### config.mk
export PLATFORM = sky130hd
export DESIGN_NAME = short_loop_seq
export DESIGN_NICKNAME = d
export VERILOG_FILES = /design/src/rtl/short_loop_seq_pkg.sv /design/src/rtl/short_loop_seq_ctrl.sv /design/src/rtl/short_loop_seq_fetch.sv /design/src/rtl/short_loop_seq_pipe.sv /design/src/rtl/short_loop_seq.sv
export SDC_FILE = /design/constraint.sdc
export NUM_CORES = 1
export LEC_CHECK = 0
export BUFFER_PORTS_ARGS = -buffer_cell sky130_fd_sc_hd__buf_2
export CAP_MARGIN = 30
export CORE_MARGIN = 5
export CORE_UTILIZATION = 50
export CTS_CLUSTER_SIZE = 30
export DETAILED_ROUTE_END_ITERATION = 8
export HOLD_SLACK_MARGIN = 0.05
export PLACE_DENSITY_LB_ADDON = 0.2
export SYNTH_ARGS = -nofsm -noshare
export SYNTH_HDL_FRONTEND = slang
export SYNTH_SLANG_ARGS = --single-unit
### constraint.sdc
create_clock -name clk -period 2.3 [get_ports clk]
set_input_delay 0.115 -clock clk [delete_from_list [all_inputs] [get_ports clk]]
set_output_delay 0.115 -clock clk [all_outputs]
set_load 0.02 [all_outputs]
### src/rtl/short_loop_seq_pkg.sv
package short_loop_seq_pkg;
  typedef enum logic [1:0] {
    SQ_IDLE  = 2'd0,
    SQ_RUN   = 2'd1,
    SQ_FLUSH = 2'd2
  } sq_state_e;
endpackage

### src/rtl/short_loop_seq_ctrl.sv
module short_loop_seq_ctrl
  import short_loop_seq_pkg::*;
#(
  parameter int CNT_W = 16,
  parameter int LEAD  = 2
) (
  input  logic             clk,
  input  logic             rst_n,
  input  logic             accept,
  input  logic [CNT_W-1:0] cmd_count,
  input  logic             pc_at_end,
  input  logic             armed,
  output sq_state_e        state,
  output logic             exit_now,
  output logic             abort_now,
  output logic             wrap_now
);
  localparam int DW = (LEAD > 1) ? $clog2(LEAD) : 1;

  logic [CNT_W-1:0] iter_q;
  logic [DW-1:0]    drain_q;
  logic             last_iter;
  logic             overrun;

  always_comb begin
    last_iter = (iter_q == CNT_W'(1));
    exit_now  = (state == SQ_RUN) && pc_at_end && last_iter && armed;
    overrun   = (state == SQ_RUN) && pc_at_end && last_iter && !armed;
    abort_now = (state == SQ_FLUSH) && (drain_q == '0);
    wrap_now  = ((state == SQ_RUN) && pc_at_end && !exit_now) ||
                ((state == SQ_FLUSH) && pc_at_end && !abort_now);
  end

  always_ff @(posedge clk or negedge rst_n) begin
    if (!rst_n) begin
      state   <= SQ_IDLE;
      iter_q  <= '0;
      drain_q <= '0;
    end else begin
      case (state)
        SQ_IDLE: begin
          if (accept) begin
            iter_q <= (cmd_count == '0) ? CNT_W'(1) : cmd_count;
            state  <= SQ_RUN;
          end
        end
        SQ_RUN: begin
          if (exit_now) begin
            state <= SQ_IDLE;
          end else if (overrun) begin
            state   <= SQ_FLUSH;
            drain_q <= DW'(LEAD - 1);
          end else if (pc_at_end) begin
            iter_q <= iter_q - CNT_W'(1);
          end
        end
        SQ_FLUSH: begin
          if (abort_now) state <= SQ_IDLE;
          else           drain_q <= drain_q - DW'(1);
        end
        default: state <= SQ_IDLE;
      endcase
    end
  end
endmodule

### src/rtl/short_loop_seq_fetch.sv
module short_loop_seq_fetch #(
  parameter int              ADDR_W   = 16,
  parameter logic [ADDR_W-1:0] RESET_PC = '0
) (
  input  logic              clk,
  input  logic              rst_n,
  input  logic              accept,
  input  logic [ADDR_W-1:0] cmd_start,
  input  logic [ADDR_W-1:0] cmd_end,
  input  logic              do_wrap,
  input  logic              do_exit,
  output logic [ADDR_W-1:0] fetch_pc,
  output logic              pc_is_end
);
  logic [ADDR_W-1:0] first_q;
  logic [ADDR_W-1:0] last_q;
  logic [ADDR_W-1:0] next_pc;

  assign pc_is_end = (fetch_pc == last_q);

  always_comb begin
    if (accept)       next_pc = cmd_start;
    else if (do_exit) next_pc = last_q + ADDR_W'(1);
    else if (do_wrap) next_pc = first_q;
    else              next_pc = fetch_pc + ADDR_W'(1);
  end

  always_ff @(posedge clk or negedge rst_n) begin
    if (!rst_n) begin
      fetch_pc <= RESET_PC;
      first_q  <= '0;
      last_q   <= '0;
    end else begin
      fetch_pc <= next_pc;
      if (accept) begin
        first_q <= cmd_start;
        last_q  <= cmd_end;
      end
    end
  end
endmodule

### src/rtl/short_loop_seq_pipe.sv
module short_loop_seq_pipe #(
  parameter int ADDR_W = 16,
  parameter int LEAD   = 2
) (
  input  logic              clk,
  input  logic              rst_n,
  input  logic [ADDR_W-1:0] fetch_pc,
  input  logic              fetch_in_loop,
  input  logic              clear_tags,
  input  logic              abort_now,
  output logic [ADDR_W-1:0] exec_pc,
  output logic              exec_valid,
  output logic              armed,
  output logic [LEAD-1:0]   abort_mask
);
  logic [LEAD:1][ADDR_W-1:0] pc_q;
  logic [LEAD:1]             vld_q;
  logic [LEAD:1]             tag_q;

  always_ff @(posedge clk or negedge rst_n) begin
    if (!rst_n) begin
      pc_q[1]  <= '0;
      vld_q[1] <= 1'b0;
      tag_q[1] <= 1'b0;
    end else begin
      pc_q[1]  <= fetch_pc;
      vld_q[1] <= !abort_now;
      tag_q[1] <= fetch_in_loop && !clear_tags;
    end
  end

  for (genvar k = 2; k <= LEAD; k++) begin : g_stage
    always_ff @(posedge clk or negedge rst_n) begin
      if (!rst_n) begin
        pc_q[k]  <= '0;
        vld_q[k] <= 1'b0;
        tag_q[k] <= 1'b0;
      end else begin
        pc_q[k]  <= pc_q[k-1];
        vld_q[k] <= vld_q[k-1] && !abort_now;
        tag_q[k] <= tag_q[k-1] && !clear_tags;
      end
    end
  end

  assign exec_pc    = pc_q[LEAD];
  assign exec_valid = vld_q[LEAD];
  assign armed      = vld_q[LEAD] && tag_q[LEAD];
  assign abort_mask = {LEAD{abort_now}};
endmodule

### src/rtl/short_loop_seq.sv
module short_loop_seq
  import short_loop_seq_pkg::*;
#(
  parameter int                ADDR_W   = 16,
  parameter int                CNT_W    = 16,
  parameter int                LEAD     = 2,
  parameter logic [ADDR_W-1:0] RESET_PC = '0
) (
  input  logic              clk,
  input  logic              rst_n,
  input  logic              loop_valid,
  output logic              loop_ready,
  input  logic [ADDR_W-1:0] loop_start_addr,
  input  logic [ADDR_W-1:0] loop_end_addr,
  input  logic [CNT_W-1:0]  loop_count,
  output logic [ADDR_W-1:0] fetch_pc,
  output logic [LEAD-1:0]   abort_mask,
  output logic              loop_active,
  output logic [ADDR_W-1:0] exec_pc,
  output logic              exec_valid
);
  sq_state_e state;
  logic      accept;
  logic      pc_is_end;
  logic      armed;
  logic      exit_now;
  logic      abort_now;
  logic      wrap_now;

  assign loop_ready  = (state == SQ_IDLE);
  assign loop_active = (state != SQ_IDLE);
  assign accept      = loop_valid && loop_ready;

  short_loop_seq_ctrl #(.CNT_W(CNT_W), .LEAD(LEAD)) ctrl_i (
    .clk       (clk),
    .rst_n     (rst_n),
    .accept    (accept),
    .cmd_count (loop_count),
    .pc_at_end (pc_is_end),
    .armed     (armed),
    .state     (state),
    .exit_now  (exit_now),
    .abort_now (abort_now),
    .wrap_now  (wrap_now)
  );

  short_loop_seq_fetch #(.ADDR_W(ADDR_W), .RESET_PC(RESET_PC)) fetch_i (
    .clk       (clk),
    .rst_n     (rst_n),
    .accept    (accept),
    .cmd_start (loop_start_addr),
    .cmd_end   (loop_end_addr),
    .do_wrap   (wrap_now),
    .do_exit   (exit_now || abort_now),
    .fetch_pc  (fetch_pc),
    .pc_is_end (pc_is_end)
  );

  short_loop_seq_pipe #(.ADDR_W(ADDR_W), .LEAD(LEAD)) pipe_i (
    .clk           (clk),
    .rst_n         (rst_n),
    .fetch_pc      (fetch_pc),
    .fetch_in_loop (loop_active),
    .clear_tags    (accept),
    .abort_now     (abort_now),
    .exec_pc       (exec_pc),
    .exec_valid    (exec_valid),
    .armed         (armed),
    .abort_mask    (abort_mask)
  );
endmodule

==> flow_summary.ini, run 1 <==
[floorplan]
dieArea_sq_um = 12000
coreArea_sq_um = 9730
start_util_pct = 50.9
dieWidth_um = 110
fp.dieH_um = 110
ios = 88
num_rows = 36

[detailed_routing]
drtPass1Iterations = 5
drc = 0
drt_wl_total_um = 12300
dr_wl_met3_um = 535
routedWlPerCell_um = 15.3
met1_length_um = 5830
wl_met2_um = 5750
drtIter0Drc = 227
route.vias.total = 4168
ant_nets = 0
highest_layer = met4
viasPerCell = 5.18

[timing]
skew_ns = 0.0119
hold_viol = 0
max_freq_mhz = 417
max_slew.worst_pin.slew_ns = 0.698
fin_crit_ns = 2.40
period_share_pct = 104
drv_slew = 0
slew_headroom_pct = 53.1
finalSetupTns_ns = -0.101
setup_slack_ns = -0.101
grt_setup_unrepaired = yes
setup_viol = 1

[worst_setup_path]
rr_startpoint = ctrl_i.iter_q[5]$_DFFE_PN0P_
criticalPathCategory = reg -> reg
r2r_setup_slack_ns = -0.10
cp.required_ns = 2.62
r2r_end = ctrl_i.iter_q[14]$_DFFE_PN0P_
path_max_fanout = 3
cp-end-kind = register
r2r_cells = 6
startpoint_type = register
arrival_ns = 2.72

[logic_synthesis]
synthFlopType = dfrtp_1
yosys.area_share.simple_pct = 20.5
ys_types = 45
synth_area_sq_um = 4950
synth-seq-area-share_pct = 52.1
synthMuxAreaShare_pct = 3.44
synth_top_family_by_area = simple AND/OR/NAND/NOR gates
synthArstFlopShare_pct = 100
synth_adder_area_share_pct = 1.01
ys_ff_latch = 103
synth_compound_area_share_pct = 9.68
synth_edf_count = 0
syn_area_per_cell_sq_um = 9.67
synth_top_area_share_pct = 52.1
synthCells = 512
synth-xor-area-share_pct = 7.78
synthTopCellsByArea = dfrtp_1, nand2_1, xor2_1
yosysWarnings = 0
synth_fp_nets = 567
synth_area_leader_cell = dfrtp_1

[clock_network]
cts_num_sinks = 103
clkSlewWorstSetupHoldPaths_ns = 0.10
cts-buffers-inserted = 9
root_buffer = clkbuf_8
clkLatencyLatePin_ns = 0.38
cts_tree = done
clock_path_buffers = 2
h-tree-depth = 3

[pwr]
p_per_area_nw_per_um2 = 798
ir_worst_vdd_v = 0.000374
combPwrFrac_pct = 34.2
p_sw_share_pct = 34.3
p_int_mw = 3.38
pwr-share-seq_pct = 43.5
switchingPower_mw = 1.77
clockPowerShare_pct = 22.3
p_leak_nw = 3.25

[placement]
dp_cells = 748
hpwl_um = 8920
gp_congestion = 0.876
dpl-instance-area_sq_um = 5770
port-buffer-count = 87

[global_route]
grt_usage_pct = 21.2
grt_pass1_vias = 4019
grt_pass1_wl_um = 19600
antenna_found_initial = 0
grt_overflow = 0
grt_max_degree = 44

[run_status]
violations = setup timing
status = complete, but fails checks

[flow_run]
cap_violations = 0

[final_layout]
stdcell_area_sq_um = 6460
antenna_cells = 0
final_core_util_pct = 66.4
stdcell_count = 805
seq_area_sq_um = 2580
layout_commonest_cell = nand2_1
multiInputGateArea_sq_um = 2200
layout.nets = 722
layout-drive-gt1-share_pct = 27.5
mostFrequentLayoutCells = nand2_1, dfrtp_1, buf_2, buf_4, nor2_1
fill_cells = 794
syn_to_final_growth_pct = 30.4

[worst_hold_path]
hp-start = loop_count[11]
hold_end = ctrl_i.iter_q[11]$_DFFE_PN0P_
hold_class = in -> reg
holdPathStages = 3
critical path: stages (launching register included):
cell and delay, ns:
dfrtp_1 0.39, or4_4 0.57, or3_4 0.35, or4_4 0.44
or3_1 0.32, a21oi_1 0.13, o22a_2 0.15
flip-flops by register name (all words and copies together), names as in the netlist, 2 cells and up:
register	cells
ctrl_i.state	2
pipe_i.exec_pc	16
pipe_i.pc_q	16
fetch_i.first_q	16
fetch_i.fetch_pc	16
pipe_i.tag_q	2
ctrl_i.iter_q	16
fetch_i.last_q	16
routing by layer:
metal / GRT usage, % / vias up
li1: - / 2045
met1: 29.9 / 1999
met2: 33.7 / 106
met3: 2.64 / 18
met4: 7.75 / 0
met5: 0 / -
how the worst max path moves through the flow:
stage / start / cells after the start / end
after global routing: ctrl_i.iter_q[5]$_DFFE_PN0P_ / 6 / ctrl_i.iter_q[14]$_DFFE_PN0P_
after CTS: ctrl_i.iter_q[5]$_DFFE_PN0P_ / 6 / ctrl_i.iter_q[14]$_DFFE_PN0P_
final: ctrl_i.iter_q[5]$_DFFE_PN0P_ / 6 / ctrl_i.iter_q[14]$_DFFE_PN0P_
after floorplan: ctrl_i.iter_q[7]$_DFFE_PN0P_ / 6 / ctrl_i.iter_q[14]$_DFFE_PN0P_
after global placement: ctrl_i.iter_q[7]$_DFFE_PN0P_ / 6 / ctrl_i.iter_q[14]$_DFFE_PN0P_
after detailed placement: ctrl_i.iter_q[7]$_DFFE_PN0P_ / 6 / ctrl_i.iter_q[13]$_DFFE_PN0P_
synthesized netlist by cell type (8+ instances only):
cell      number
inv_1          9
nand2_1      117
nor4_1        11
xnor2_1       15
dfrtp_1      103
o21ai_0       21
nor3_1         8
nor2_1        41
a21oi_1       15
clkbuf_1      16
nand3_1       13
xor2_1        29
mux2i_1       17
buf_4         19
logic make-up after synthesis:
| logic type | after synthesis |
|---|---|
| buffers and inverters | 47 |
| AO/OA/AOI/OAI | 73 |
| adder cells (fa/ha/maj) | 4 |
| flip-flops | 103 |
| AND/OR/NAND/NOR | 224 |
| multiplexers | 17 |
| XOR/XNOR | 44 |
area by class of cell:
cell class	count	share of cell area, %
flip-flops and latches	103	39.9
repair buffers	182	19.8
well taps	133	2.58
multi-input cells	362	34.1
clock inverters	6	1.05
inverters	9	0.581
clock buffers	10	1.98
stage by stage:
step	hold slack (ns)	power (mW)	setup slack (ns)
floorplan	-0.181	3.31	-0.0402
global placement	0.145	3.83	-0.0831
detailed placement	0.152	3.87	-0.127
CTS	0.0534	5.09	-0.0800
global route	0.0675	5.43	-0.140
finish	0.0625	5.15	-0.101
timing repair:
item                                    CTS  global route
pin swaps                                 2             6
hold buffers                             35             0
buffers inserted                          3             3
gates resized for setup                   4            17
hold endpoints to repair                 89             0
endpoints found under the setup margin    5            32
power groups by stage:
stage	Clock (mW)	Sequential (mW)	Combinational (mW)
after floorplan	0	2.38	0.925
after global placement	0	2.25	1.57
after detailed placement	0	2.27	1.60
after CTS	1.17	2.23	1.68
after global routing	1.25	2.27	1.92
final	1.15	2.24	1.76
No activity file was read; power rests on OpenSTA's default activity.
==> run 2, diff against run 1 <==
Settings changed: REMOVE_ABC_BUFFERS set to 1.
==> run 2 against run 1 <==
The flow still finishes with violations (setup timing). Combinational power hardly changed. Largest cell class unchanged. Clock-buffer cell count stayed put. Non-clock buffer count is 2 lower. Total power is 0.21% higher. Cell area is 0.60% lower. Routed wire length is 2.8% higher. Maximum frequency is 2.1% higher. Global-route usage is 0.90 points higher. Flip-flop and latch count stayed put. Die area stayed put. Clock power hardly changed. Setup slack better by 0.049 ns.
==> flow_summary.ini, run 2 (synthesis gave the netlist of run 1 again) <==
[run_status]
status = complete, but fails checks
violations = setup timing

[worst_setup_path]
cp-end-kind = register
r2r_cells = 6
worst_path_most_repeated_cell = or4_4
r2r_setup_slack_ns = -0.05
cpPeakStageDelay_ns = 0.55
crit_family = simple AND/OR/NAND/NOR gates
cp_num_cells = 6
rr_startpoint = ctrl_i.iter_q[4]$_DFFE_PN0P_
cp_num_buf_inv = 0
crit_start = ctrl_i.iter_q[4]$_DFFE_PN0P_
criticalPathCategory = reg -> reg
slowest_stage = or4_4
crit_end = ctrl_i.iter_q[14]$_DFFE_PN0P_
cp.required_ns = 2.61
arrival_ns = 2.67
path_max_fanout = 3
r2r_end = ctrl_i.iter_q[14]$_DFFE_PN0P_
startpoint_type = register
path_cells = or4_4 -> or3_4 -> or4_4 -> or3_1 -> a21oi_2 -> o22a_2

[final_layout]
final_core_util_pct = 66.0
fill_cells = 811
mostFrequentLayoutCells = nand2_1, dfrtp_1, buf_2, buf_4, nor2_1
layout.nets = 720
stdcell_count = 803
layout-drive-gt1-share_pct = 27.0
syn_to_final_growth_pct = 29.6
antenna_cells = 0
stdcell_area_sq_um = 6420
layout_commonest_cell = nand2_1

[detailed_routing]
viasPerCell = 5.22
drtPass1Iterations = 4
drt_wl_total_um = 12700
drc = 0
ant_nets = 0
route.vias.total = 4193
routedWlPerCell_um = 15.8
drtIter0Drc = 241

[flow_run]
cap_violations = 0

[timing]
drv_slew = 0
hold_viol = 0
slew_headroom_pct = 54.3
max_slew.worst_pin.slew_ns = 0.680
period_share_pct = 102
fin_crit_ns = 2.35
setup_slack_ns = -0.0521
whs_ns = 0.0730
grt_setup_unrepaired = yes
setup_viol = 1
max_freq_mhz = 425
skew_ns = 0.00788

[floorplan]
dieArea_sq_um = 12000
ios = 88
dieWidth_um = 110
num_rows = 36
start_util_pct = 50.9
coreArea_sq_um = 9730
fp.dieH_um = 110

[pwr]
p_per_area_nw_per_um2 = 804
ir_worst_vdd_v = 0.000387
p_leak_nw = 3.25

[placement]
dp_cells = 750
hpwl_um = 8890
dpl-instance-area_sq_um = 5760
gp_congestion = 0.885
port-buffer-count = 87

[clock_network]
root_buffer = clkbuf_8
h-tree-depth = 3
clock_path_buffers = 2
cts_tree = done
cts-buffers-inserted = 9
clkLatencyLatePin_ns = 0.37
clkSlewWorstSetupHoldPaths_ns = 0.10
cts_num_sinks = 103

[global_route]
use_met3_pct = 3.35
grt_overflow = 0
grt_pass1_vias = 4104
grt_usage_pct = 22.1
grt_max_degree = 56
antenna_found_initial = 0
use_met2_pct = 33.2
use_met1_pct = 32.5
grt_pass1_wl_um = 20400
top_usage_layer = met2

[worst_hold_path]
hold_class = in -> reg
## run 2: cell count changes in the layout (fill, tap and decap cells not counted), sizes merged
cell,delta
clkinvlp,-3
buf,-2
clkinv,+2
inv,+1
## run 2: worst min path at each step
stage | startpoint | to | slack, ns | cells past startpoint
2_1_floorplan | rst_n | ctrl_i.drain_q$_DFFE_PN0P_ | -0.18 | 0
3_3_place_gp | rst_n | pipe_i.exec_pc[11]$_DFF_PN0_ | 0.17 | 1
3_5_place_dp | rst_n | pipe_i.exec_pc[11]$_DFF_PN0_ | 0.17 | 1
4_1_cts | loop_count[0] | ctrl_i.iter_q[0]$_DFFE_PN0P_ | 0.06 | 3
5_1_grt | loop_count[0] | ctrl_i.iter_q[0]$_DFFE_PN0P_ | 0.11 | 3
6_report | loop_count[0] | ctrl_i.iter_q[0]$_DFFE_PN0P_ | 0.07 | 3
## run 2: cell type report
type | instances | area, sq um | share of cell area [%]
clock buffers | 10 | 138 | 2.14
clock inverters | 6 | 66.3 | 1.03
inverters | 9 | 33.8 | 0.526
multi-input cells | 362 | 2170 | 33.9
flip-flops and latches | 103 | 2580 | 40.2
well taps | 133 | 166 | 2.59
repair buffers | 180 | 1260 | 19.7
## run 2: metal layers
metal	part of all wire, %	wire (um)
met1	47	5990
met2	46	5810
met3	5.0	639
met4	1.9	240
met5	0	0
## run 2: where the power goes
| part | leakage [nW] | total, mW | internal, mW | switching (mW) |
|---|---|---|---|---|
| registers | 1.36 | 2.22 | 2.07 | 0.148 |
| clock network | 0.107 | 1.18 | 0.540 | 0.640 |
| logic | 1.78 | 1.76 | 0.788 | 0.972 |
| total | 3.25 | 5.16 | 3.40 | 1.76 |
## run 2: repair_timing
item                                   4_1_cts  5_1_grt
pin swaps                                    7        8
cloned                                       0        0
hold buffers                                35        0
setup endpoints to repair                    7       24
setup buffers                                0        2
endpoints found under the hold margin       97        0
resized for setup                            7       13
## run 2: stage by stage
step           total power, mW  TNS, ns  setup slack (ns)
3_3_place_gp              3.81   -0.273            -0.117
3_5_place_dp              3.86   -0.360            -0.142
5_1_grt                   5.47   -0.337            -0.134
4_1_cts                   5.12  -0.0538           -0.0536
6_report                  5.16  -0.0521           -0.0521
2_1_floorplan             3.16    -6.69            -0.432
## run 2: worst reg2reg max path, stage by stage (launching register included)
cell and delay (ns):
dfrtp_1 0.39, or4_4 0.55, or3_4 0.35, or4_4 0.44, or3_1 0.33, a21oi_2 0.12
o22a_2 0.13
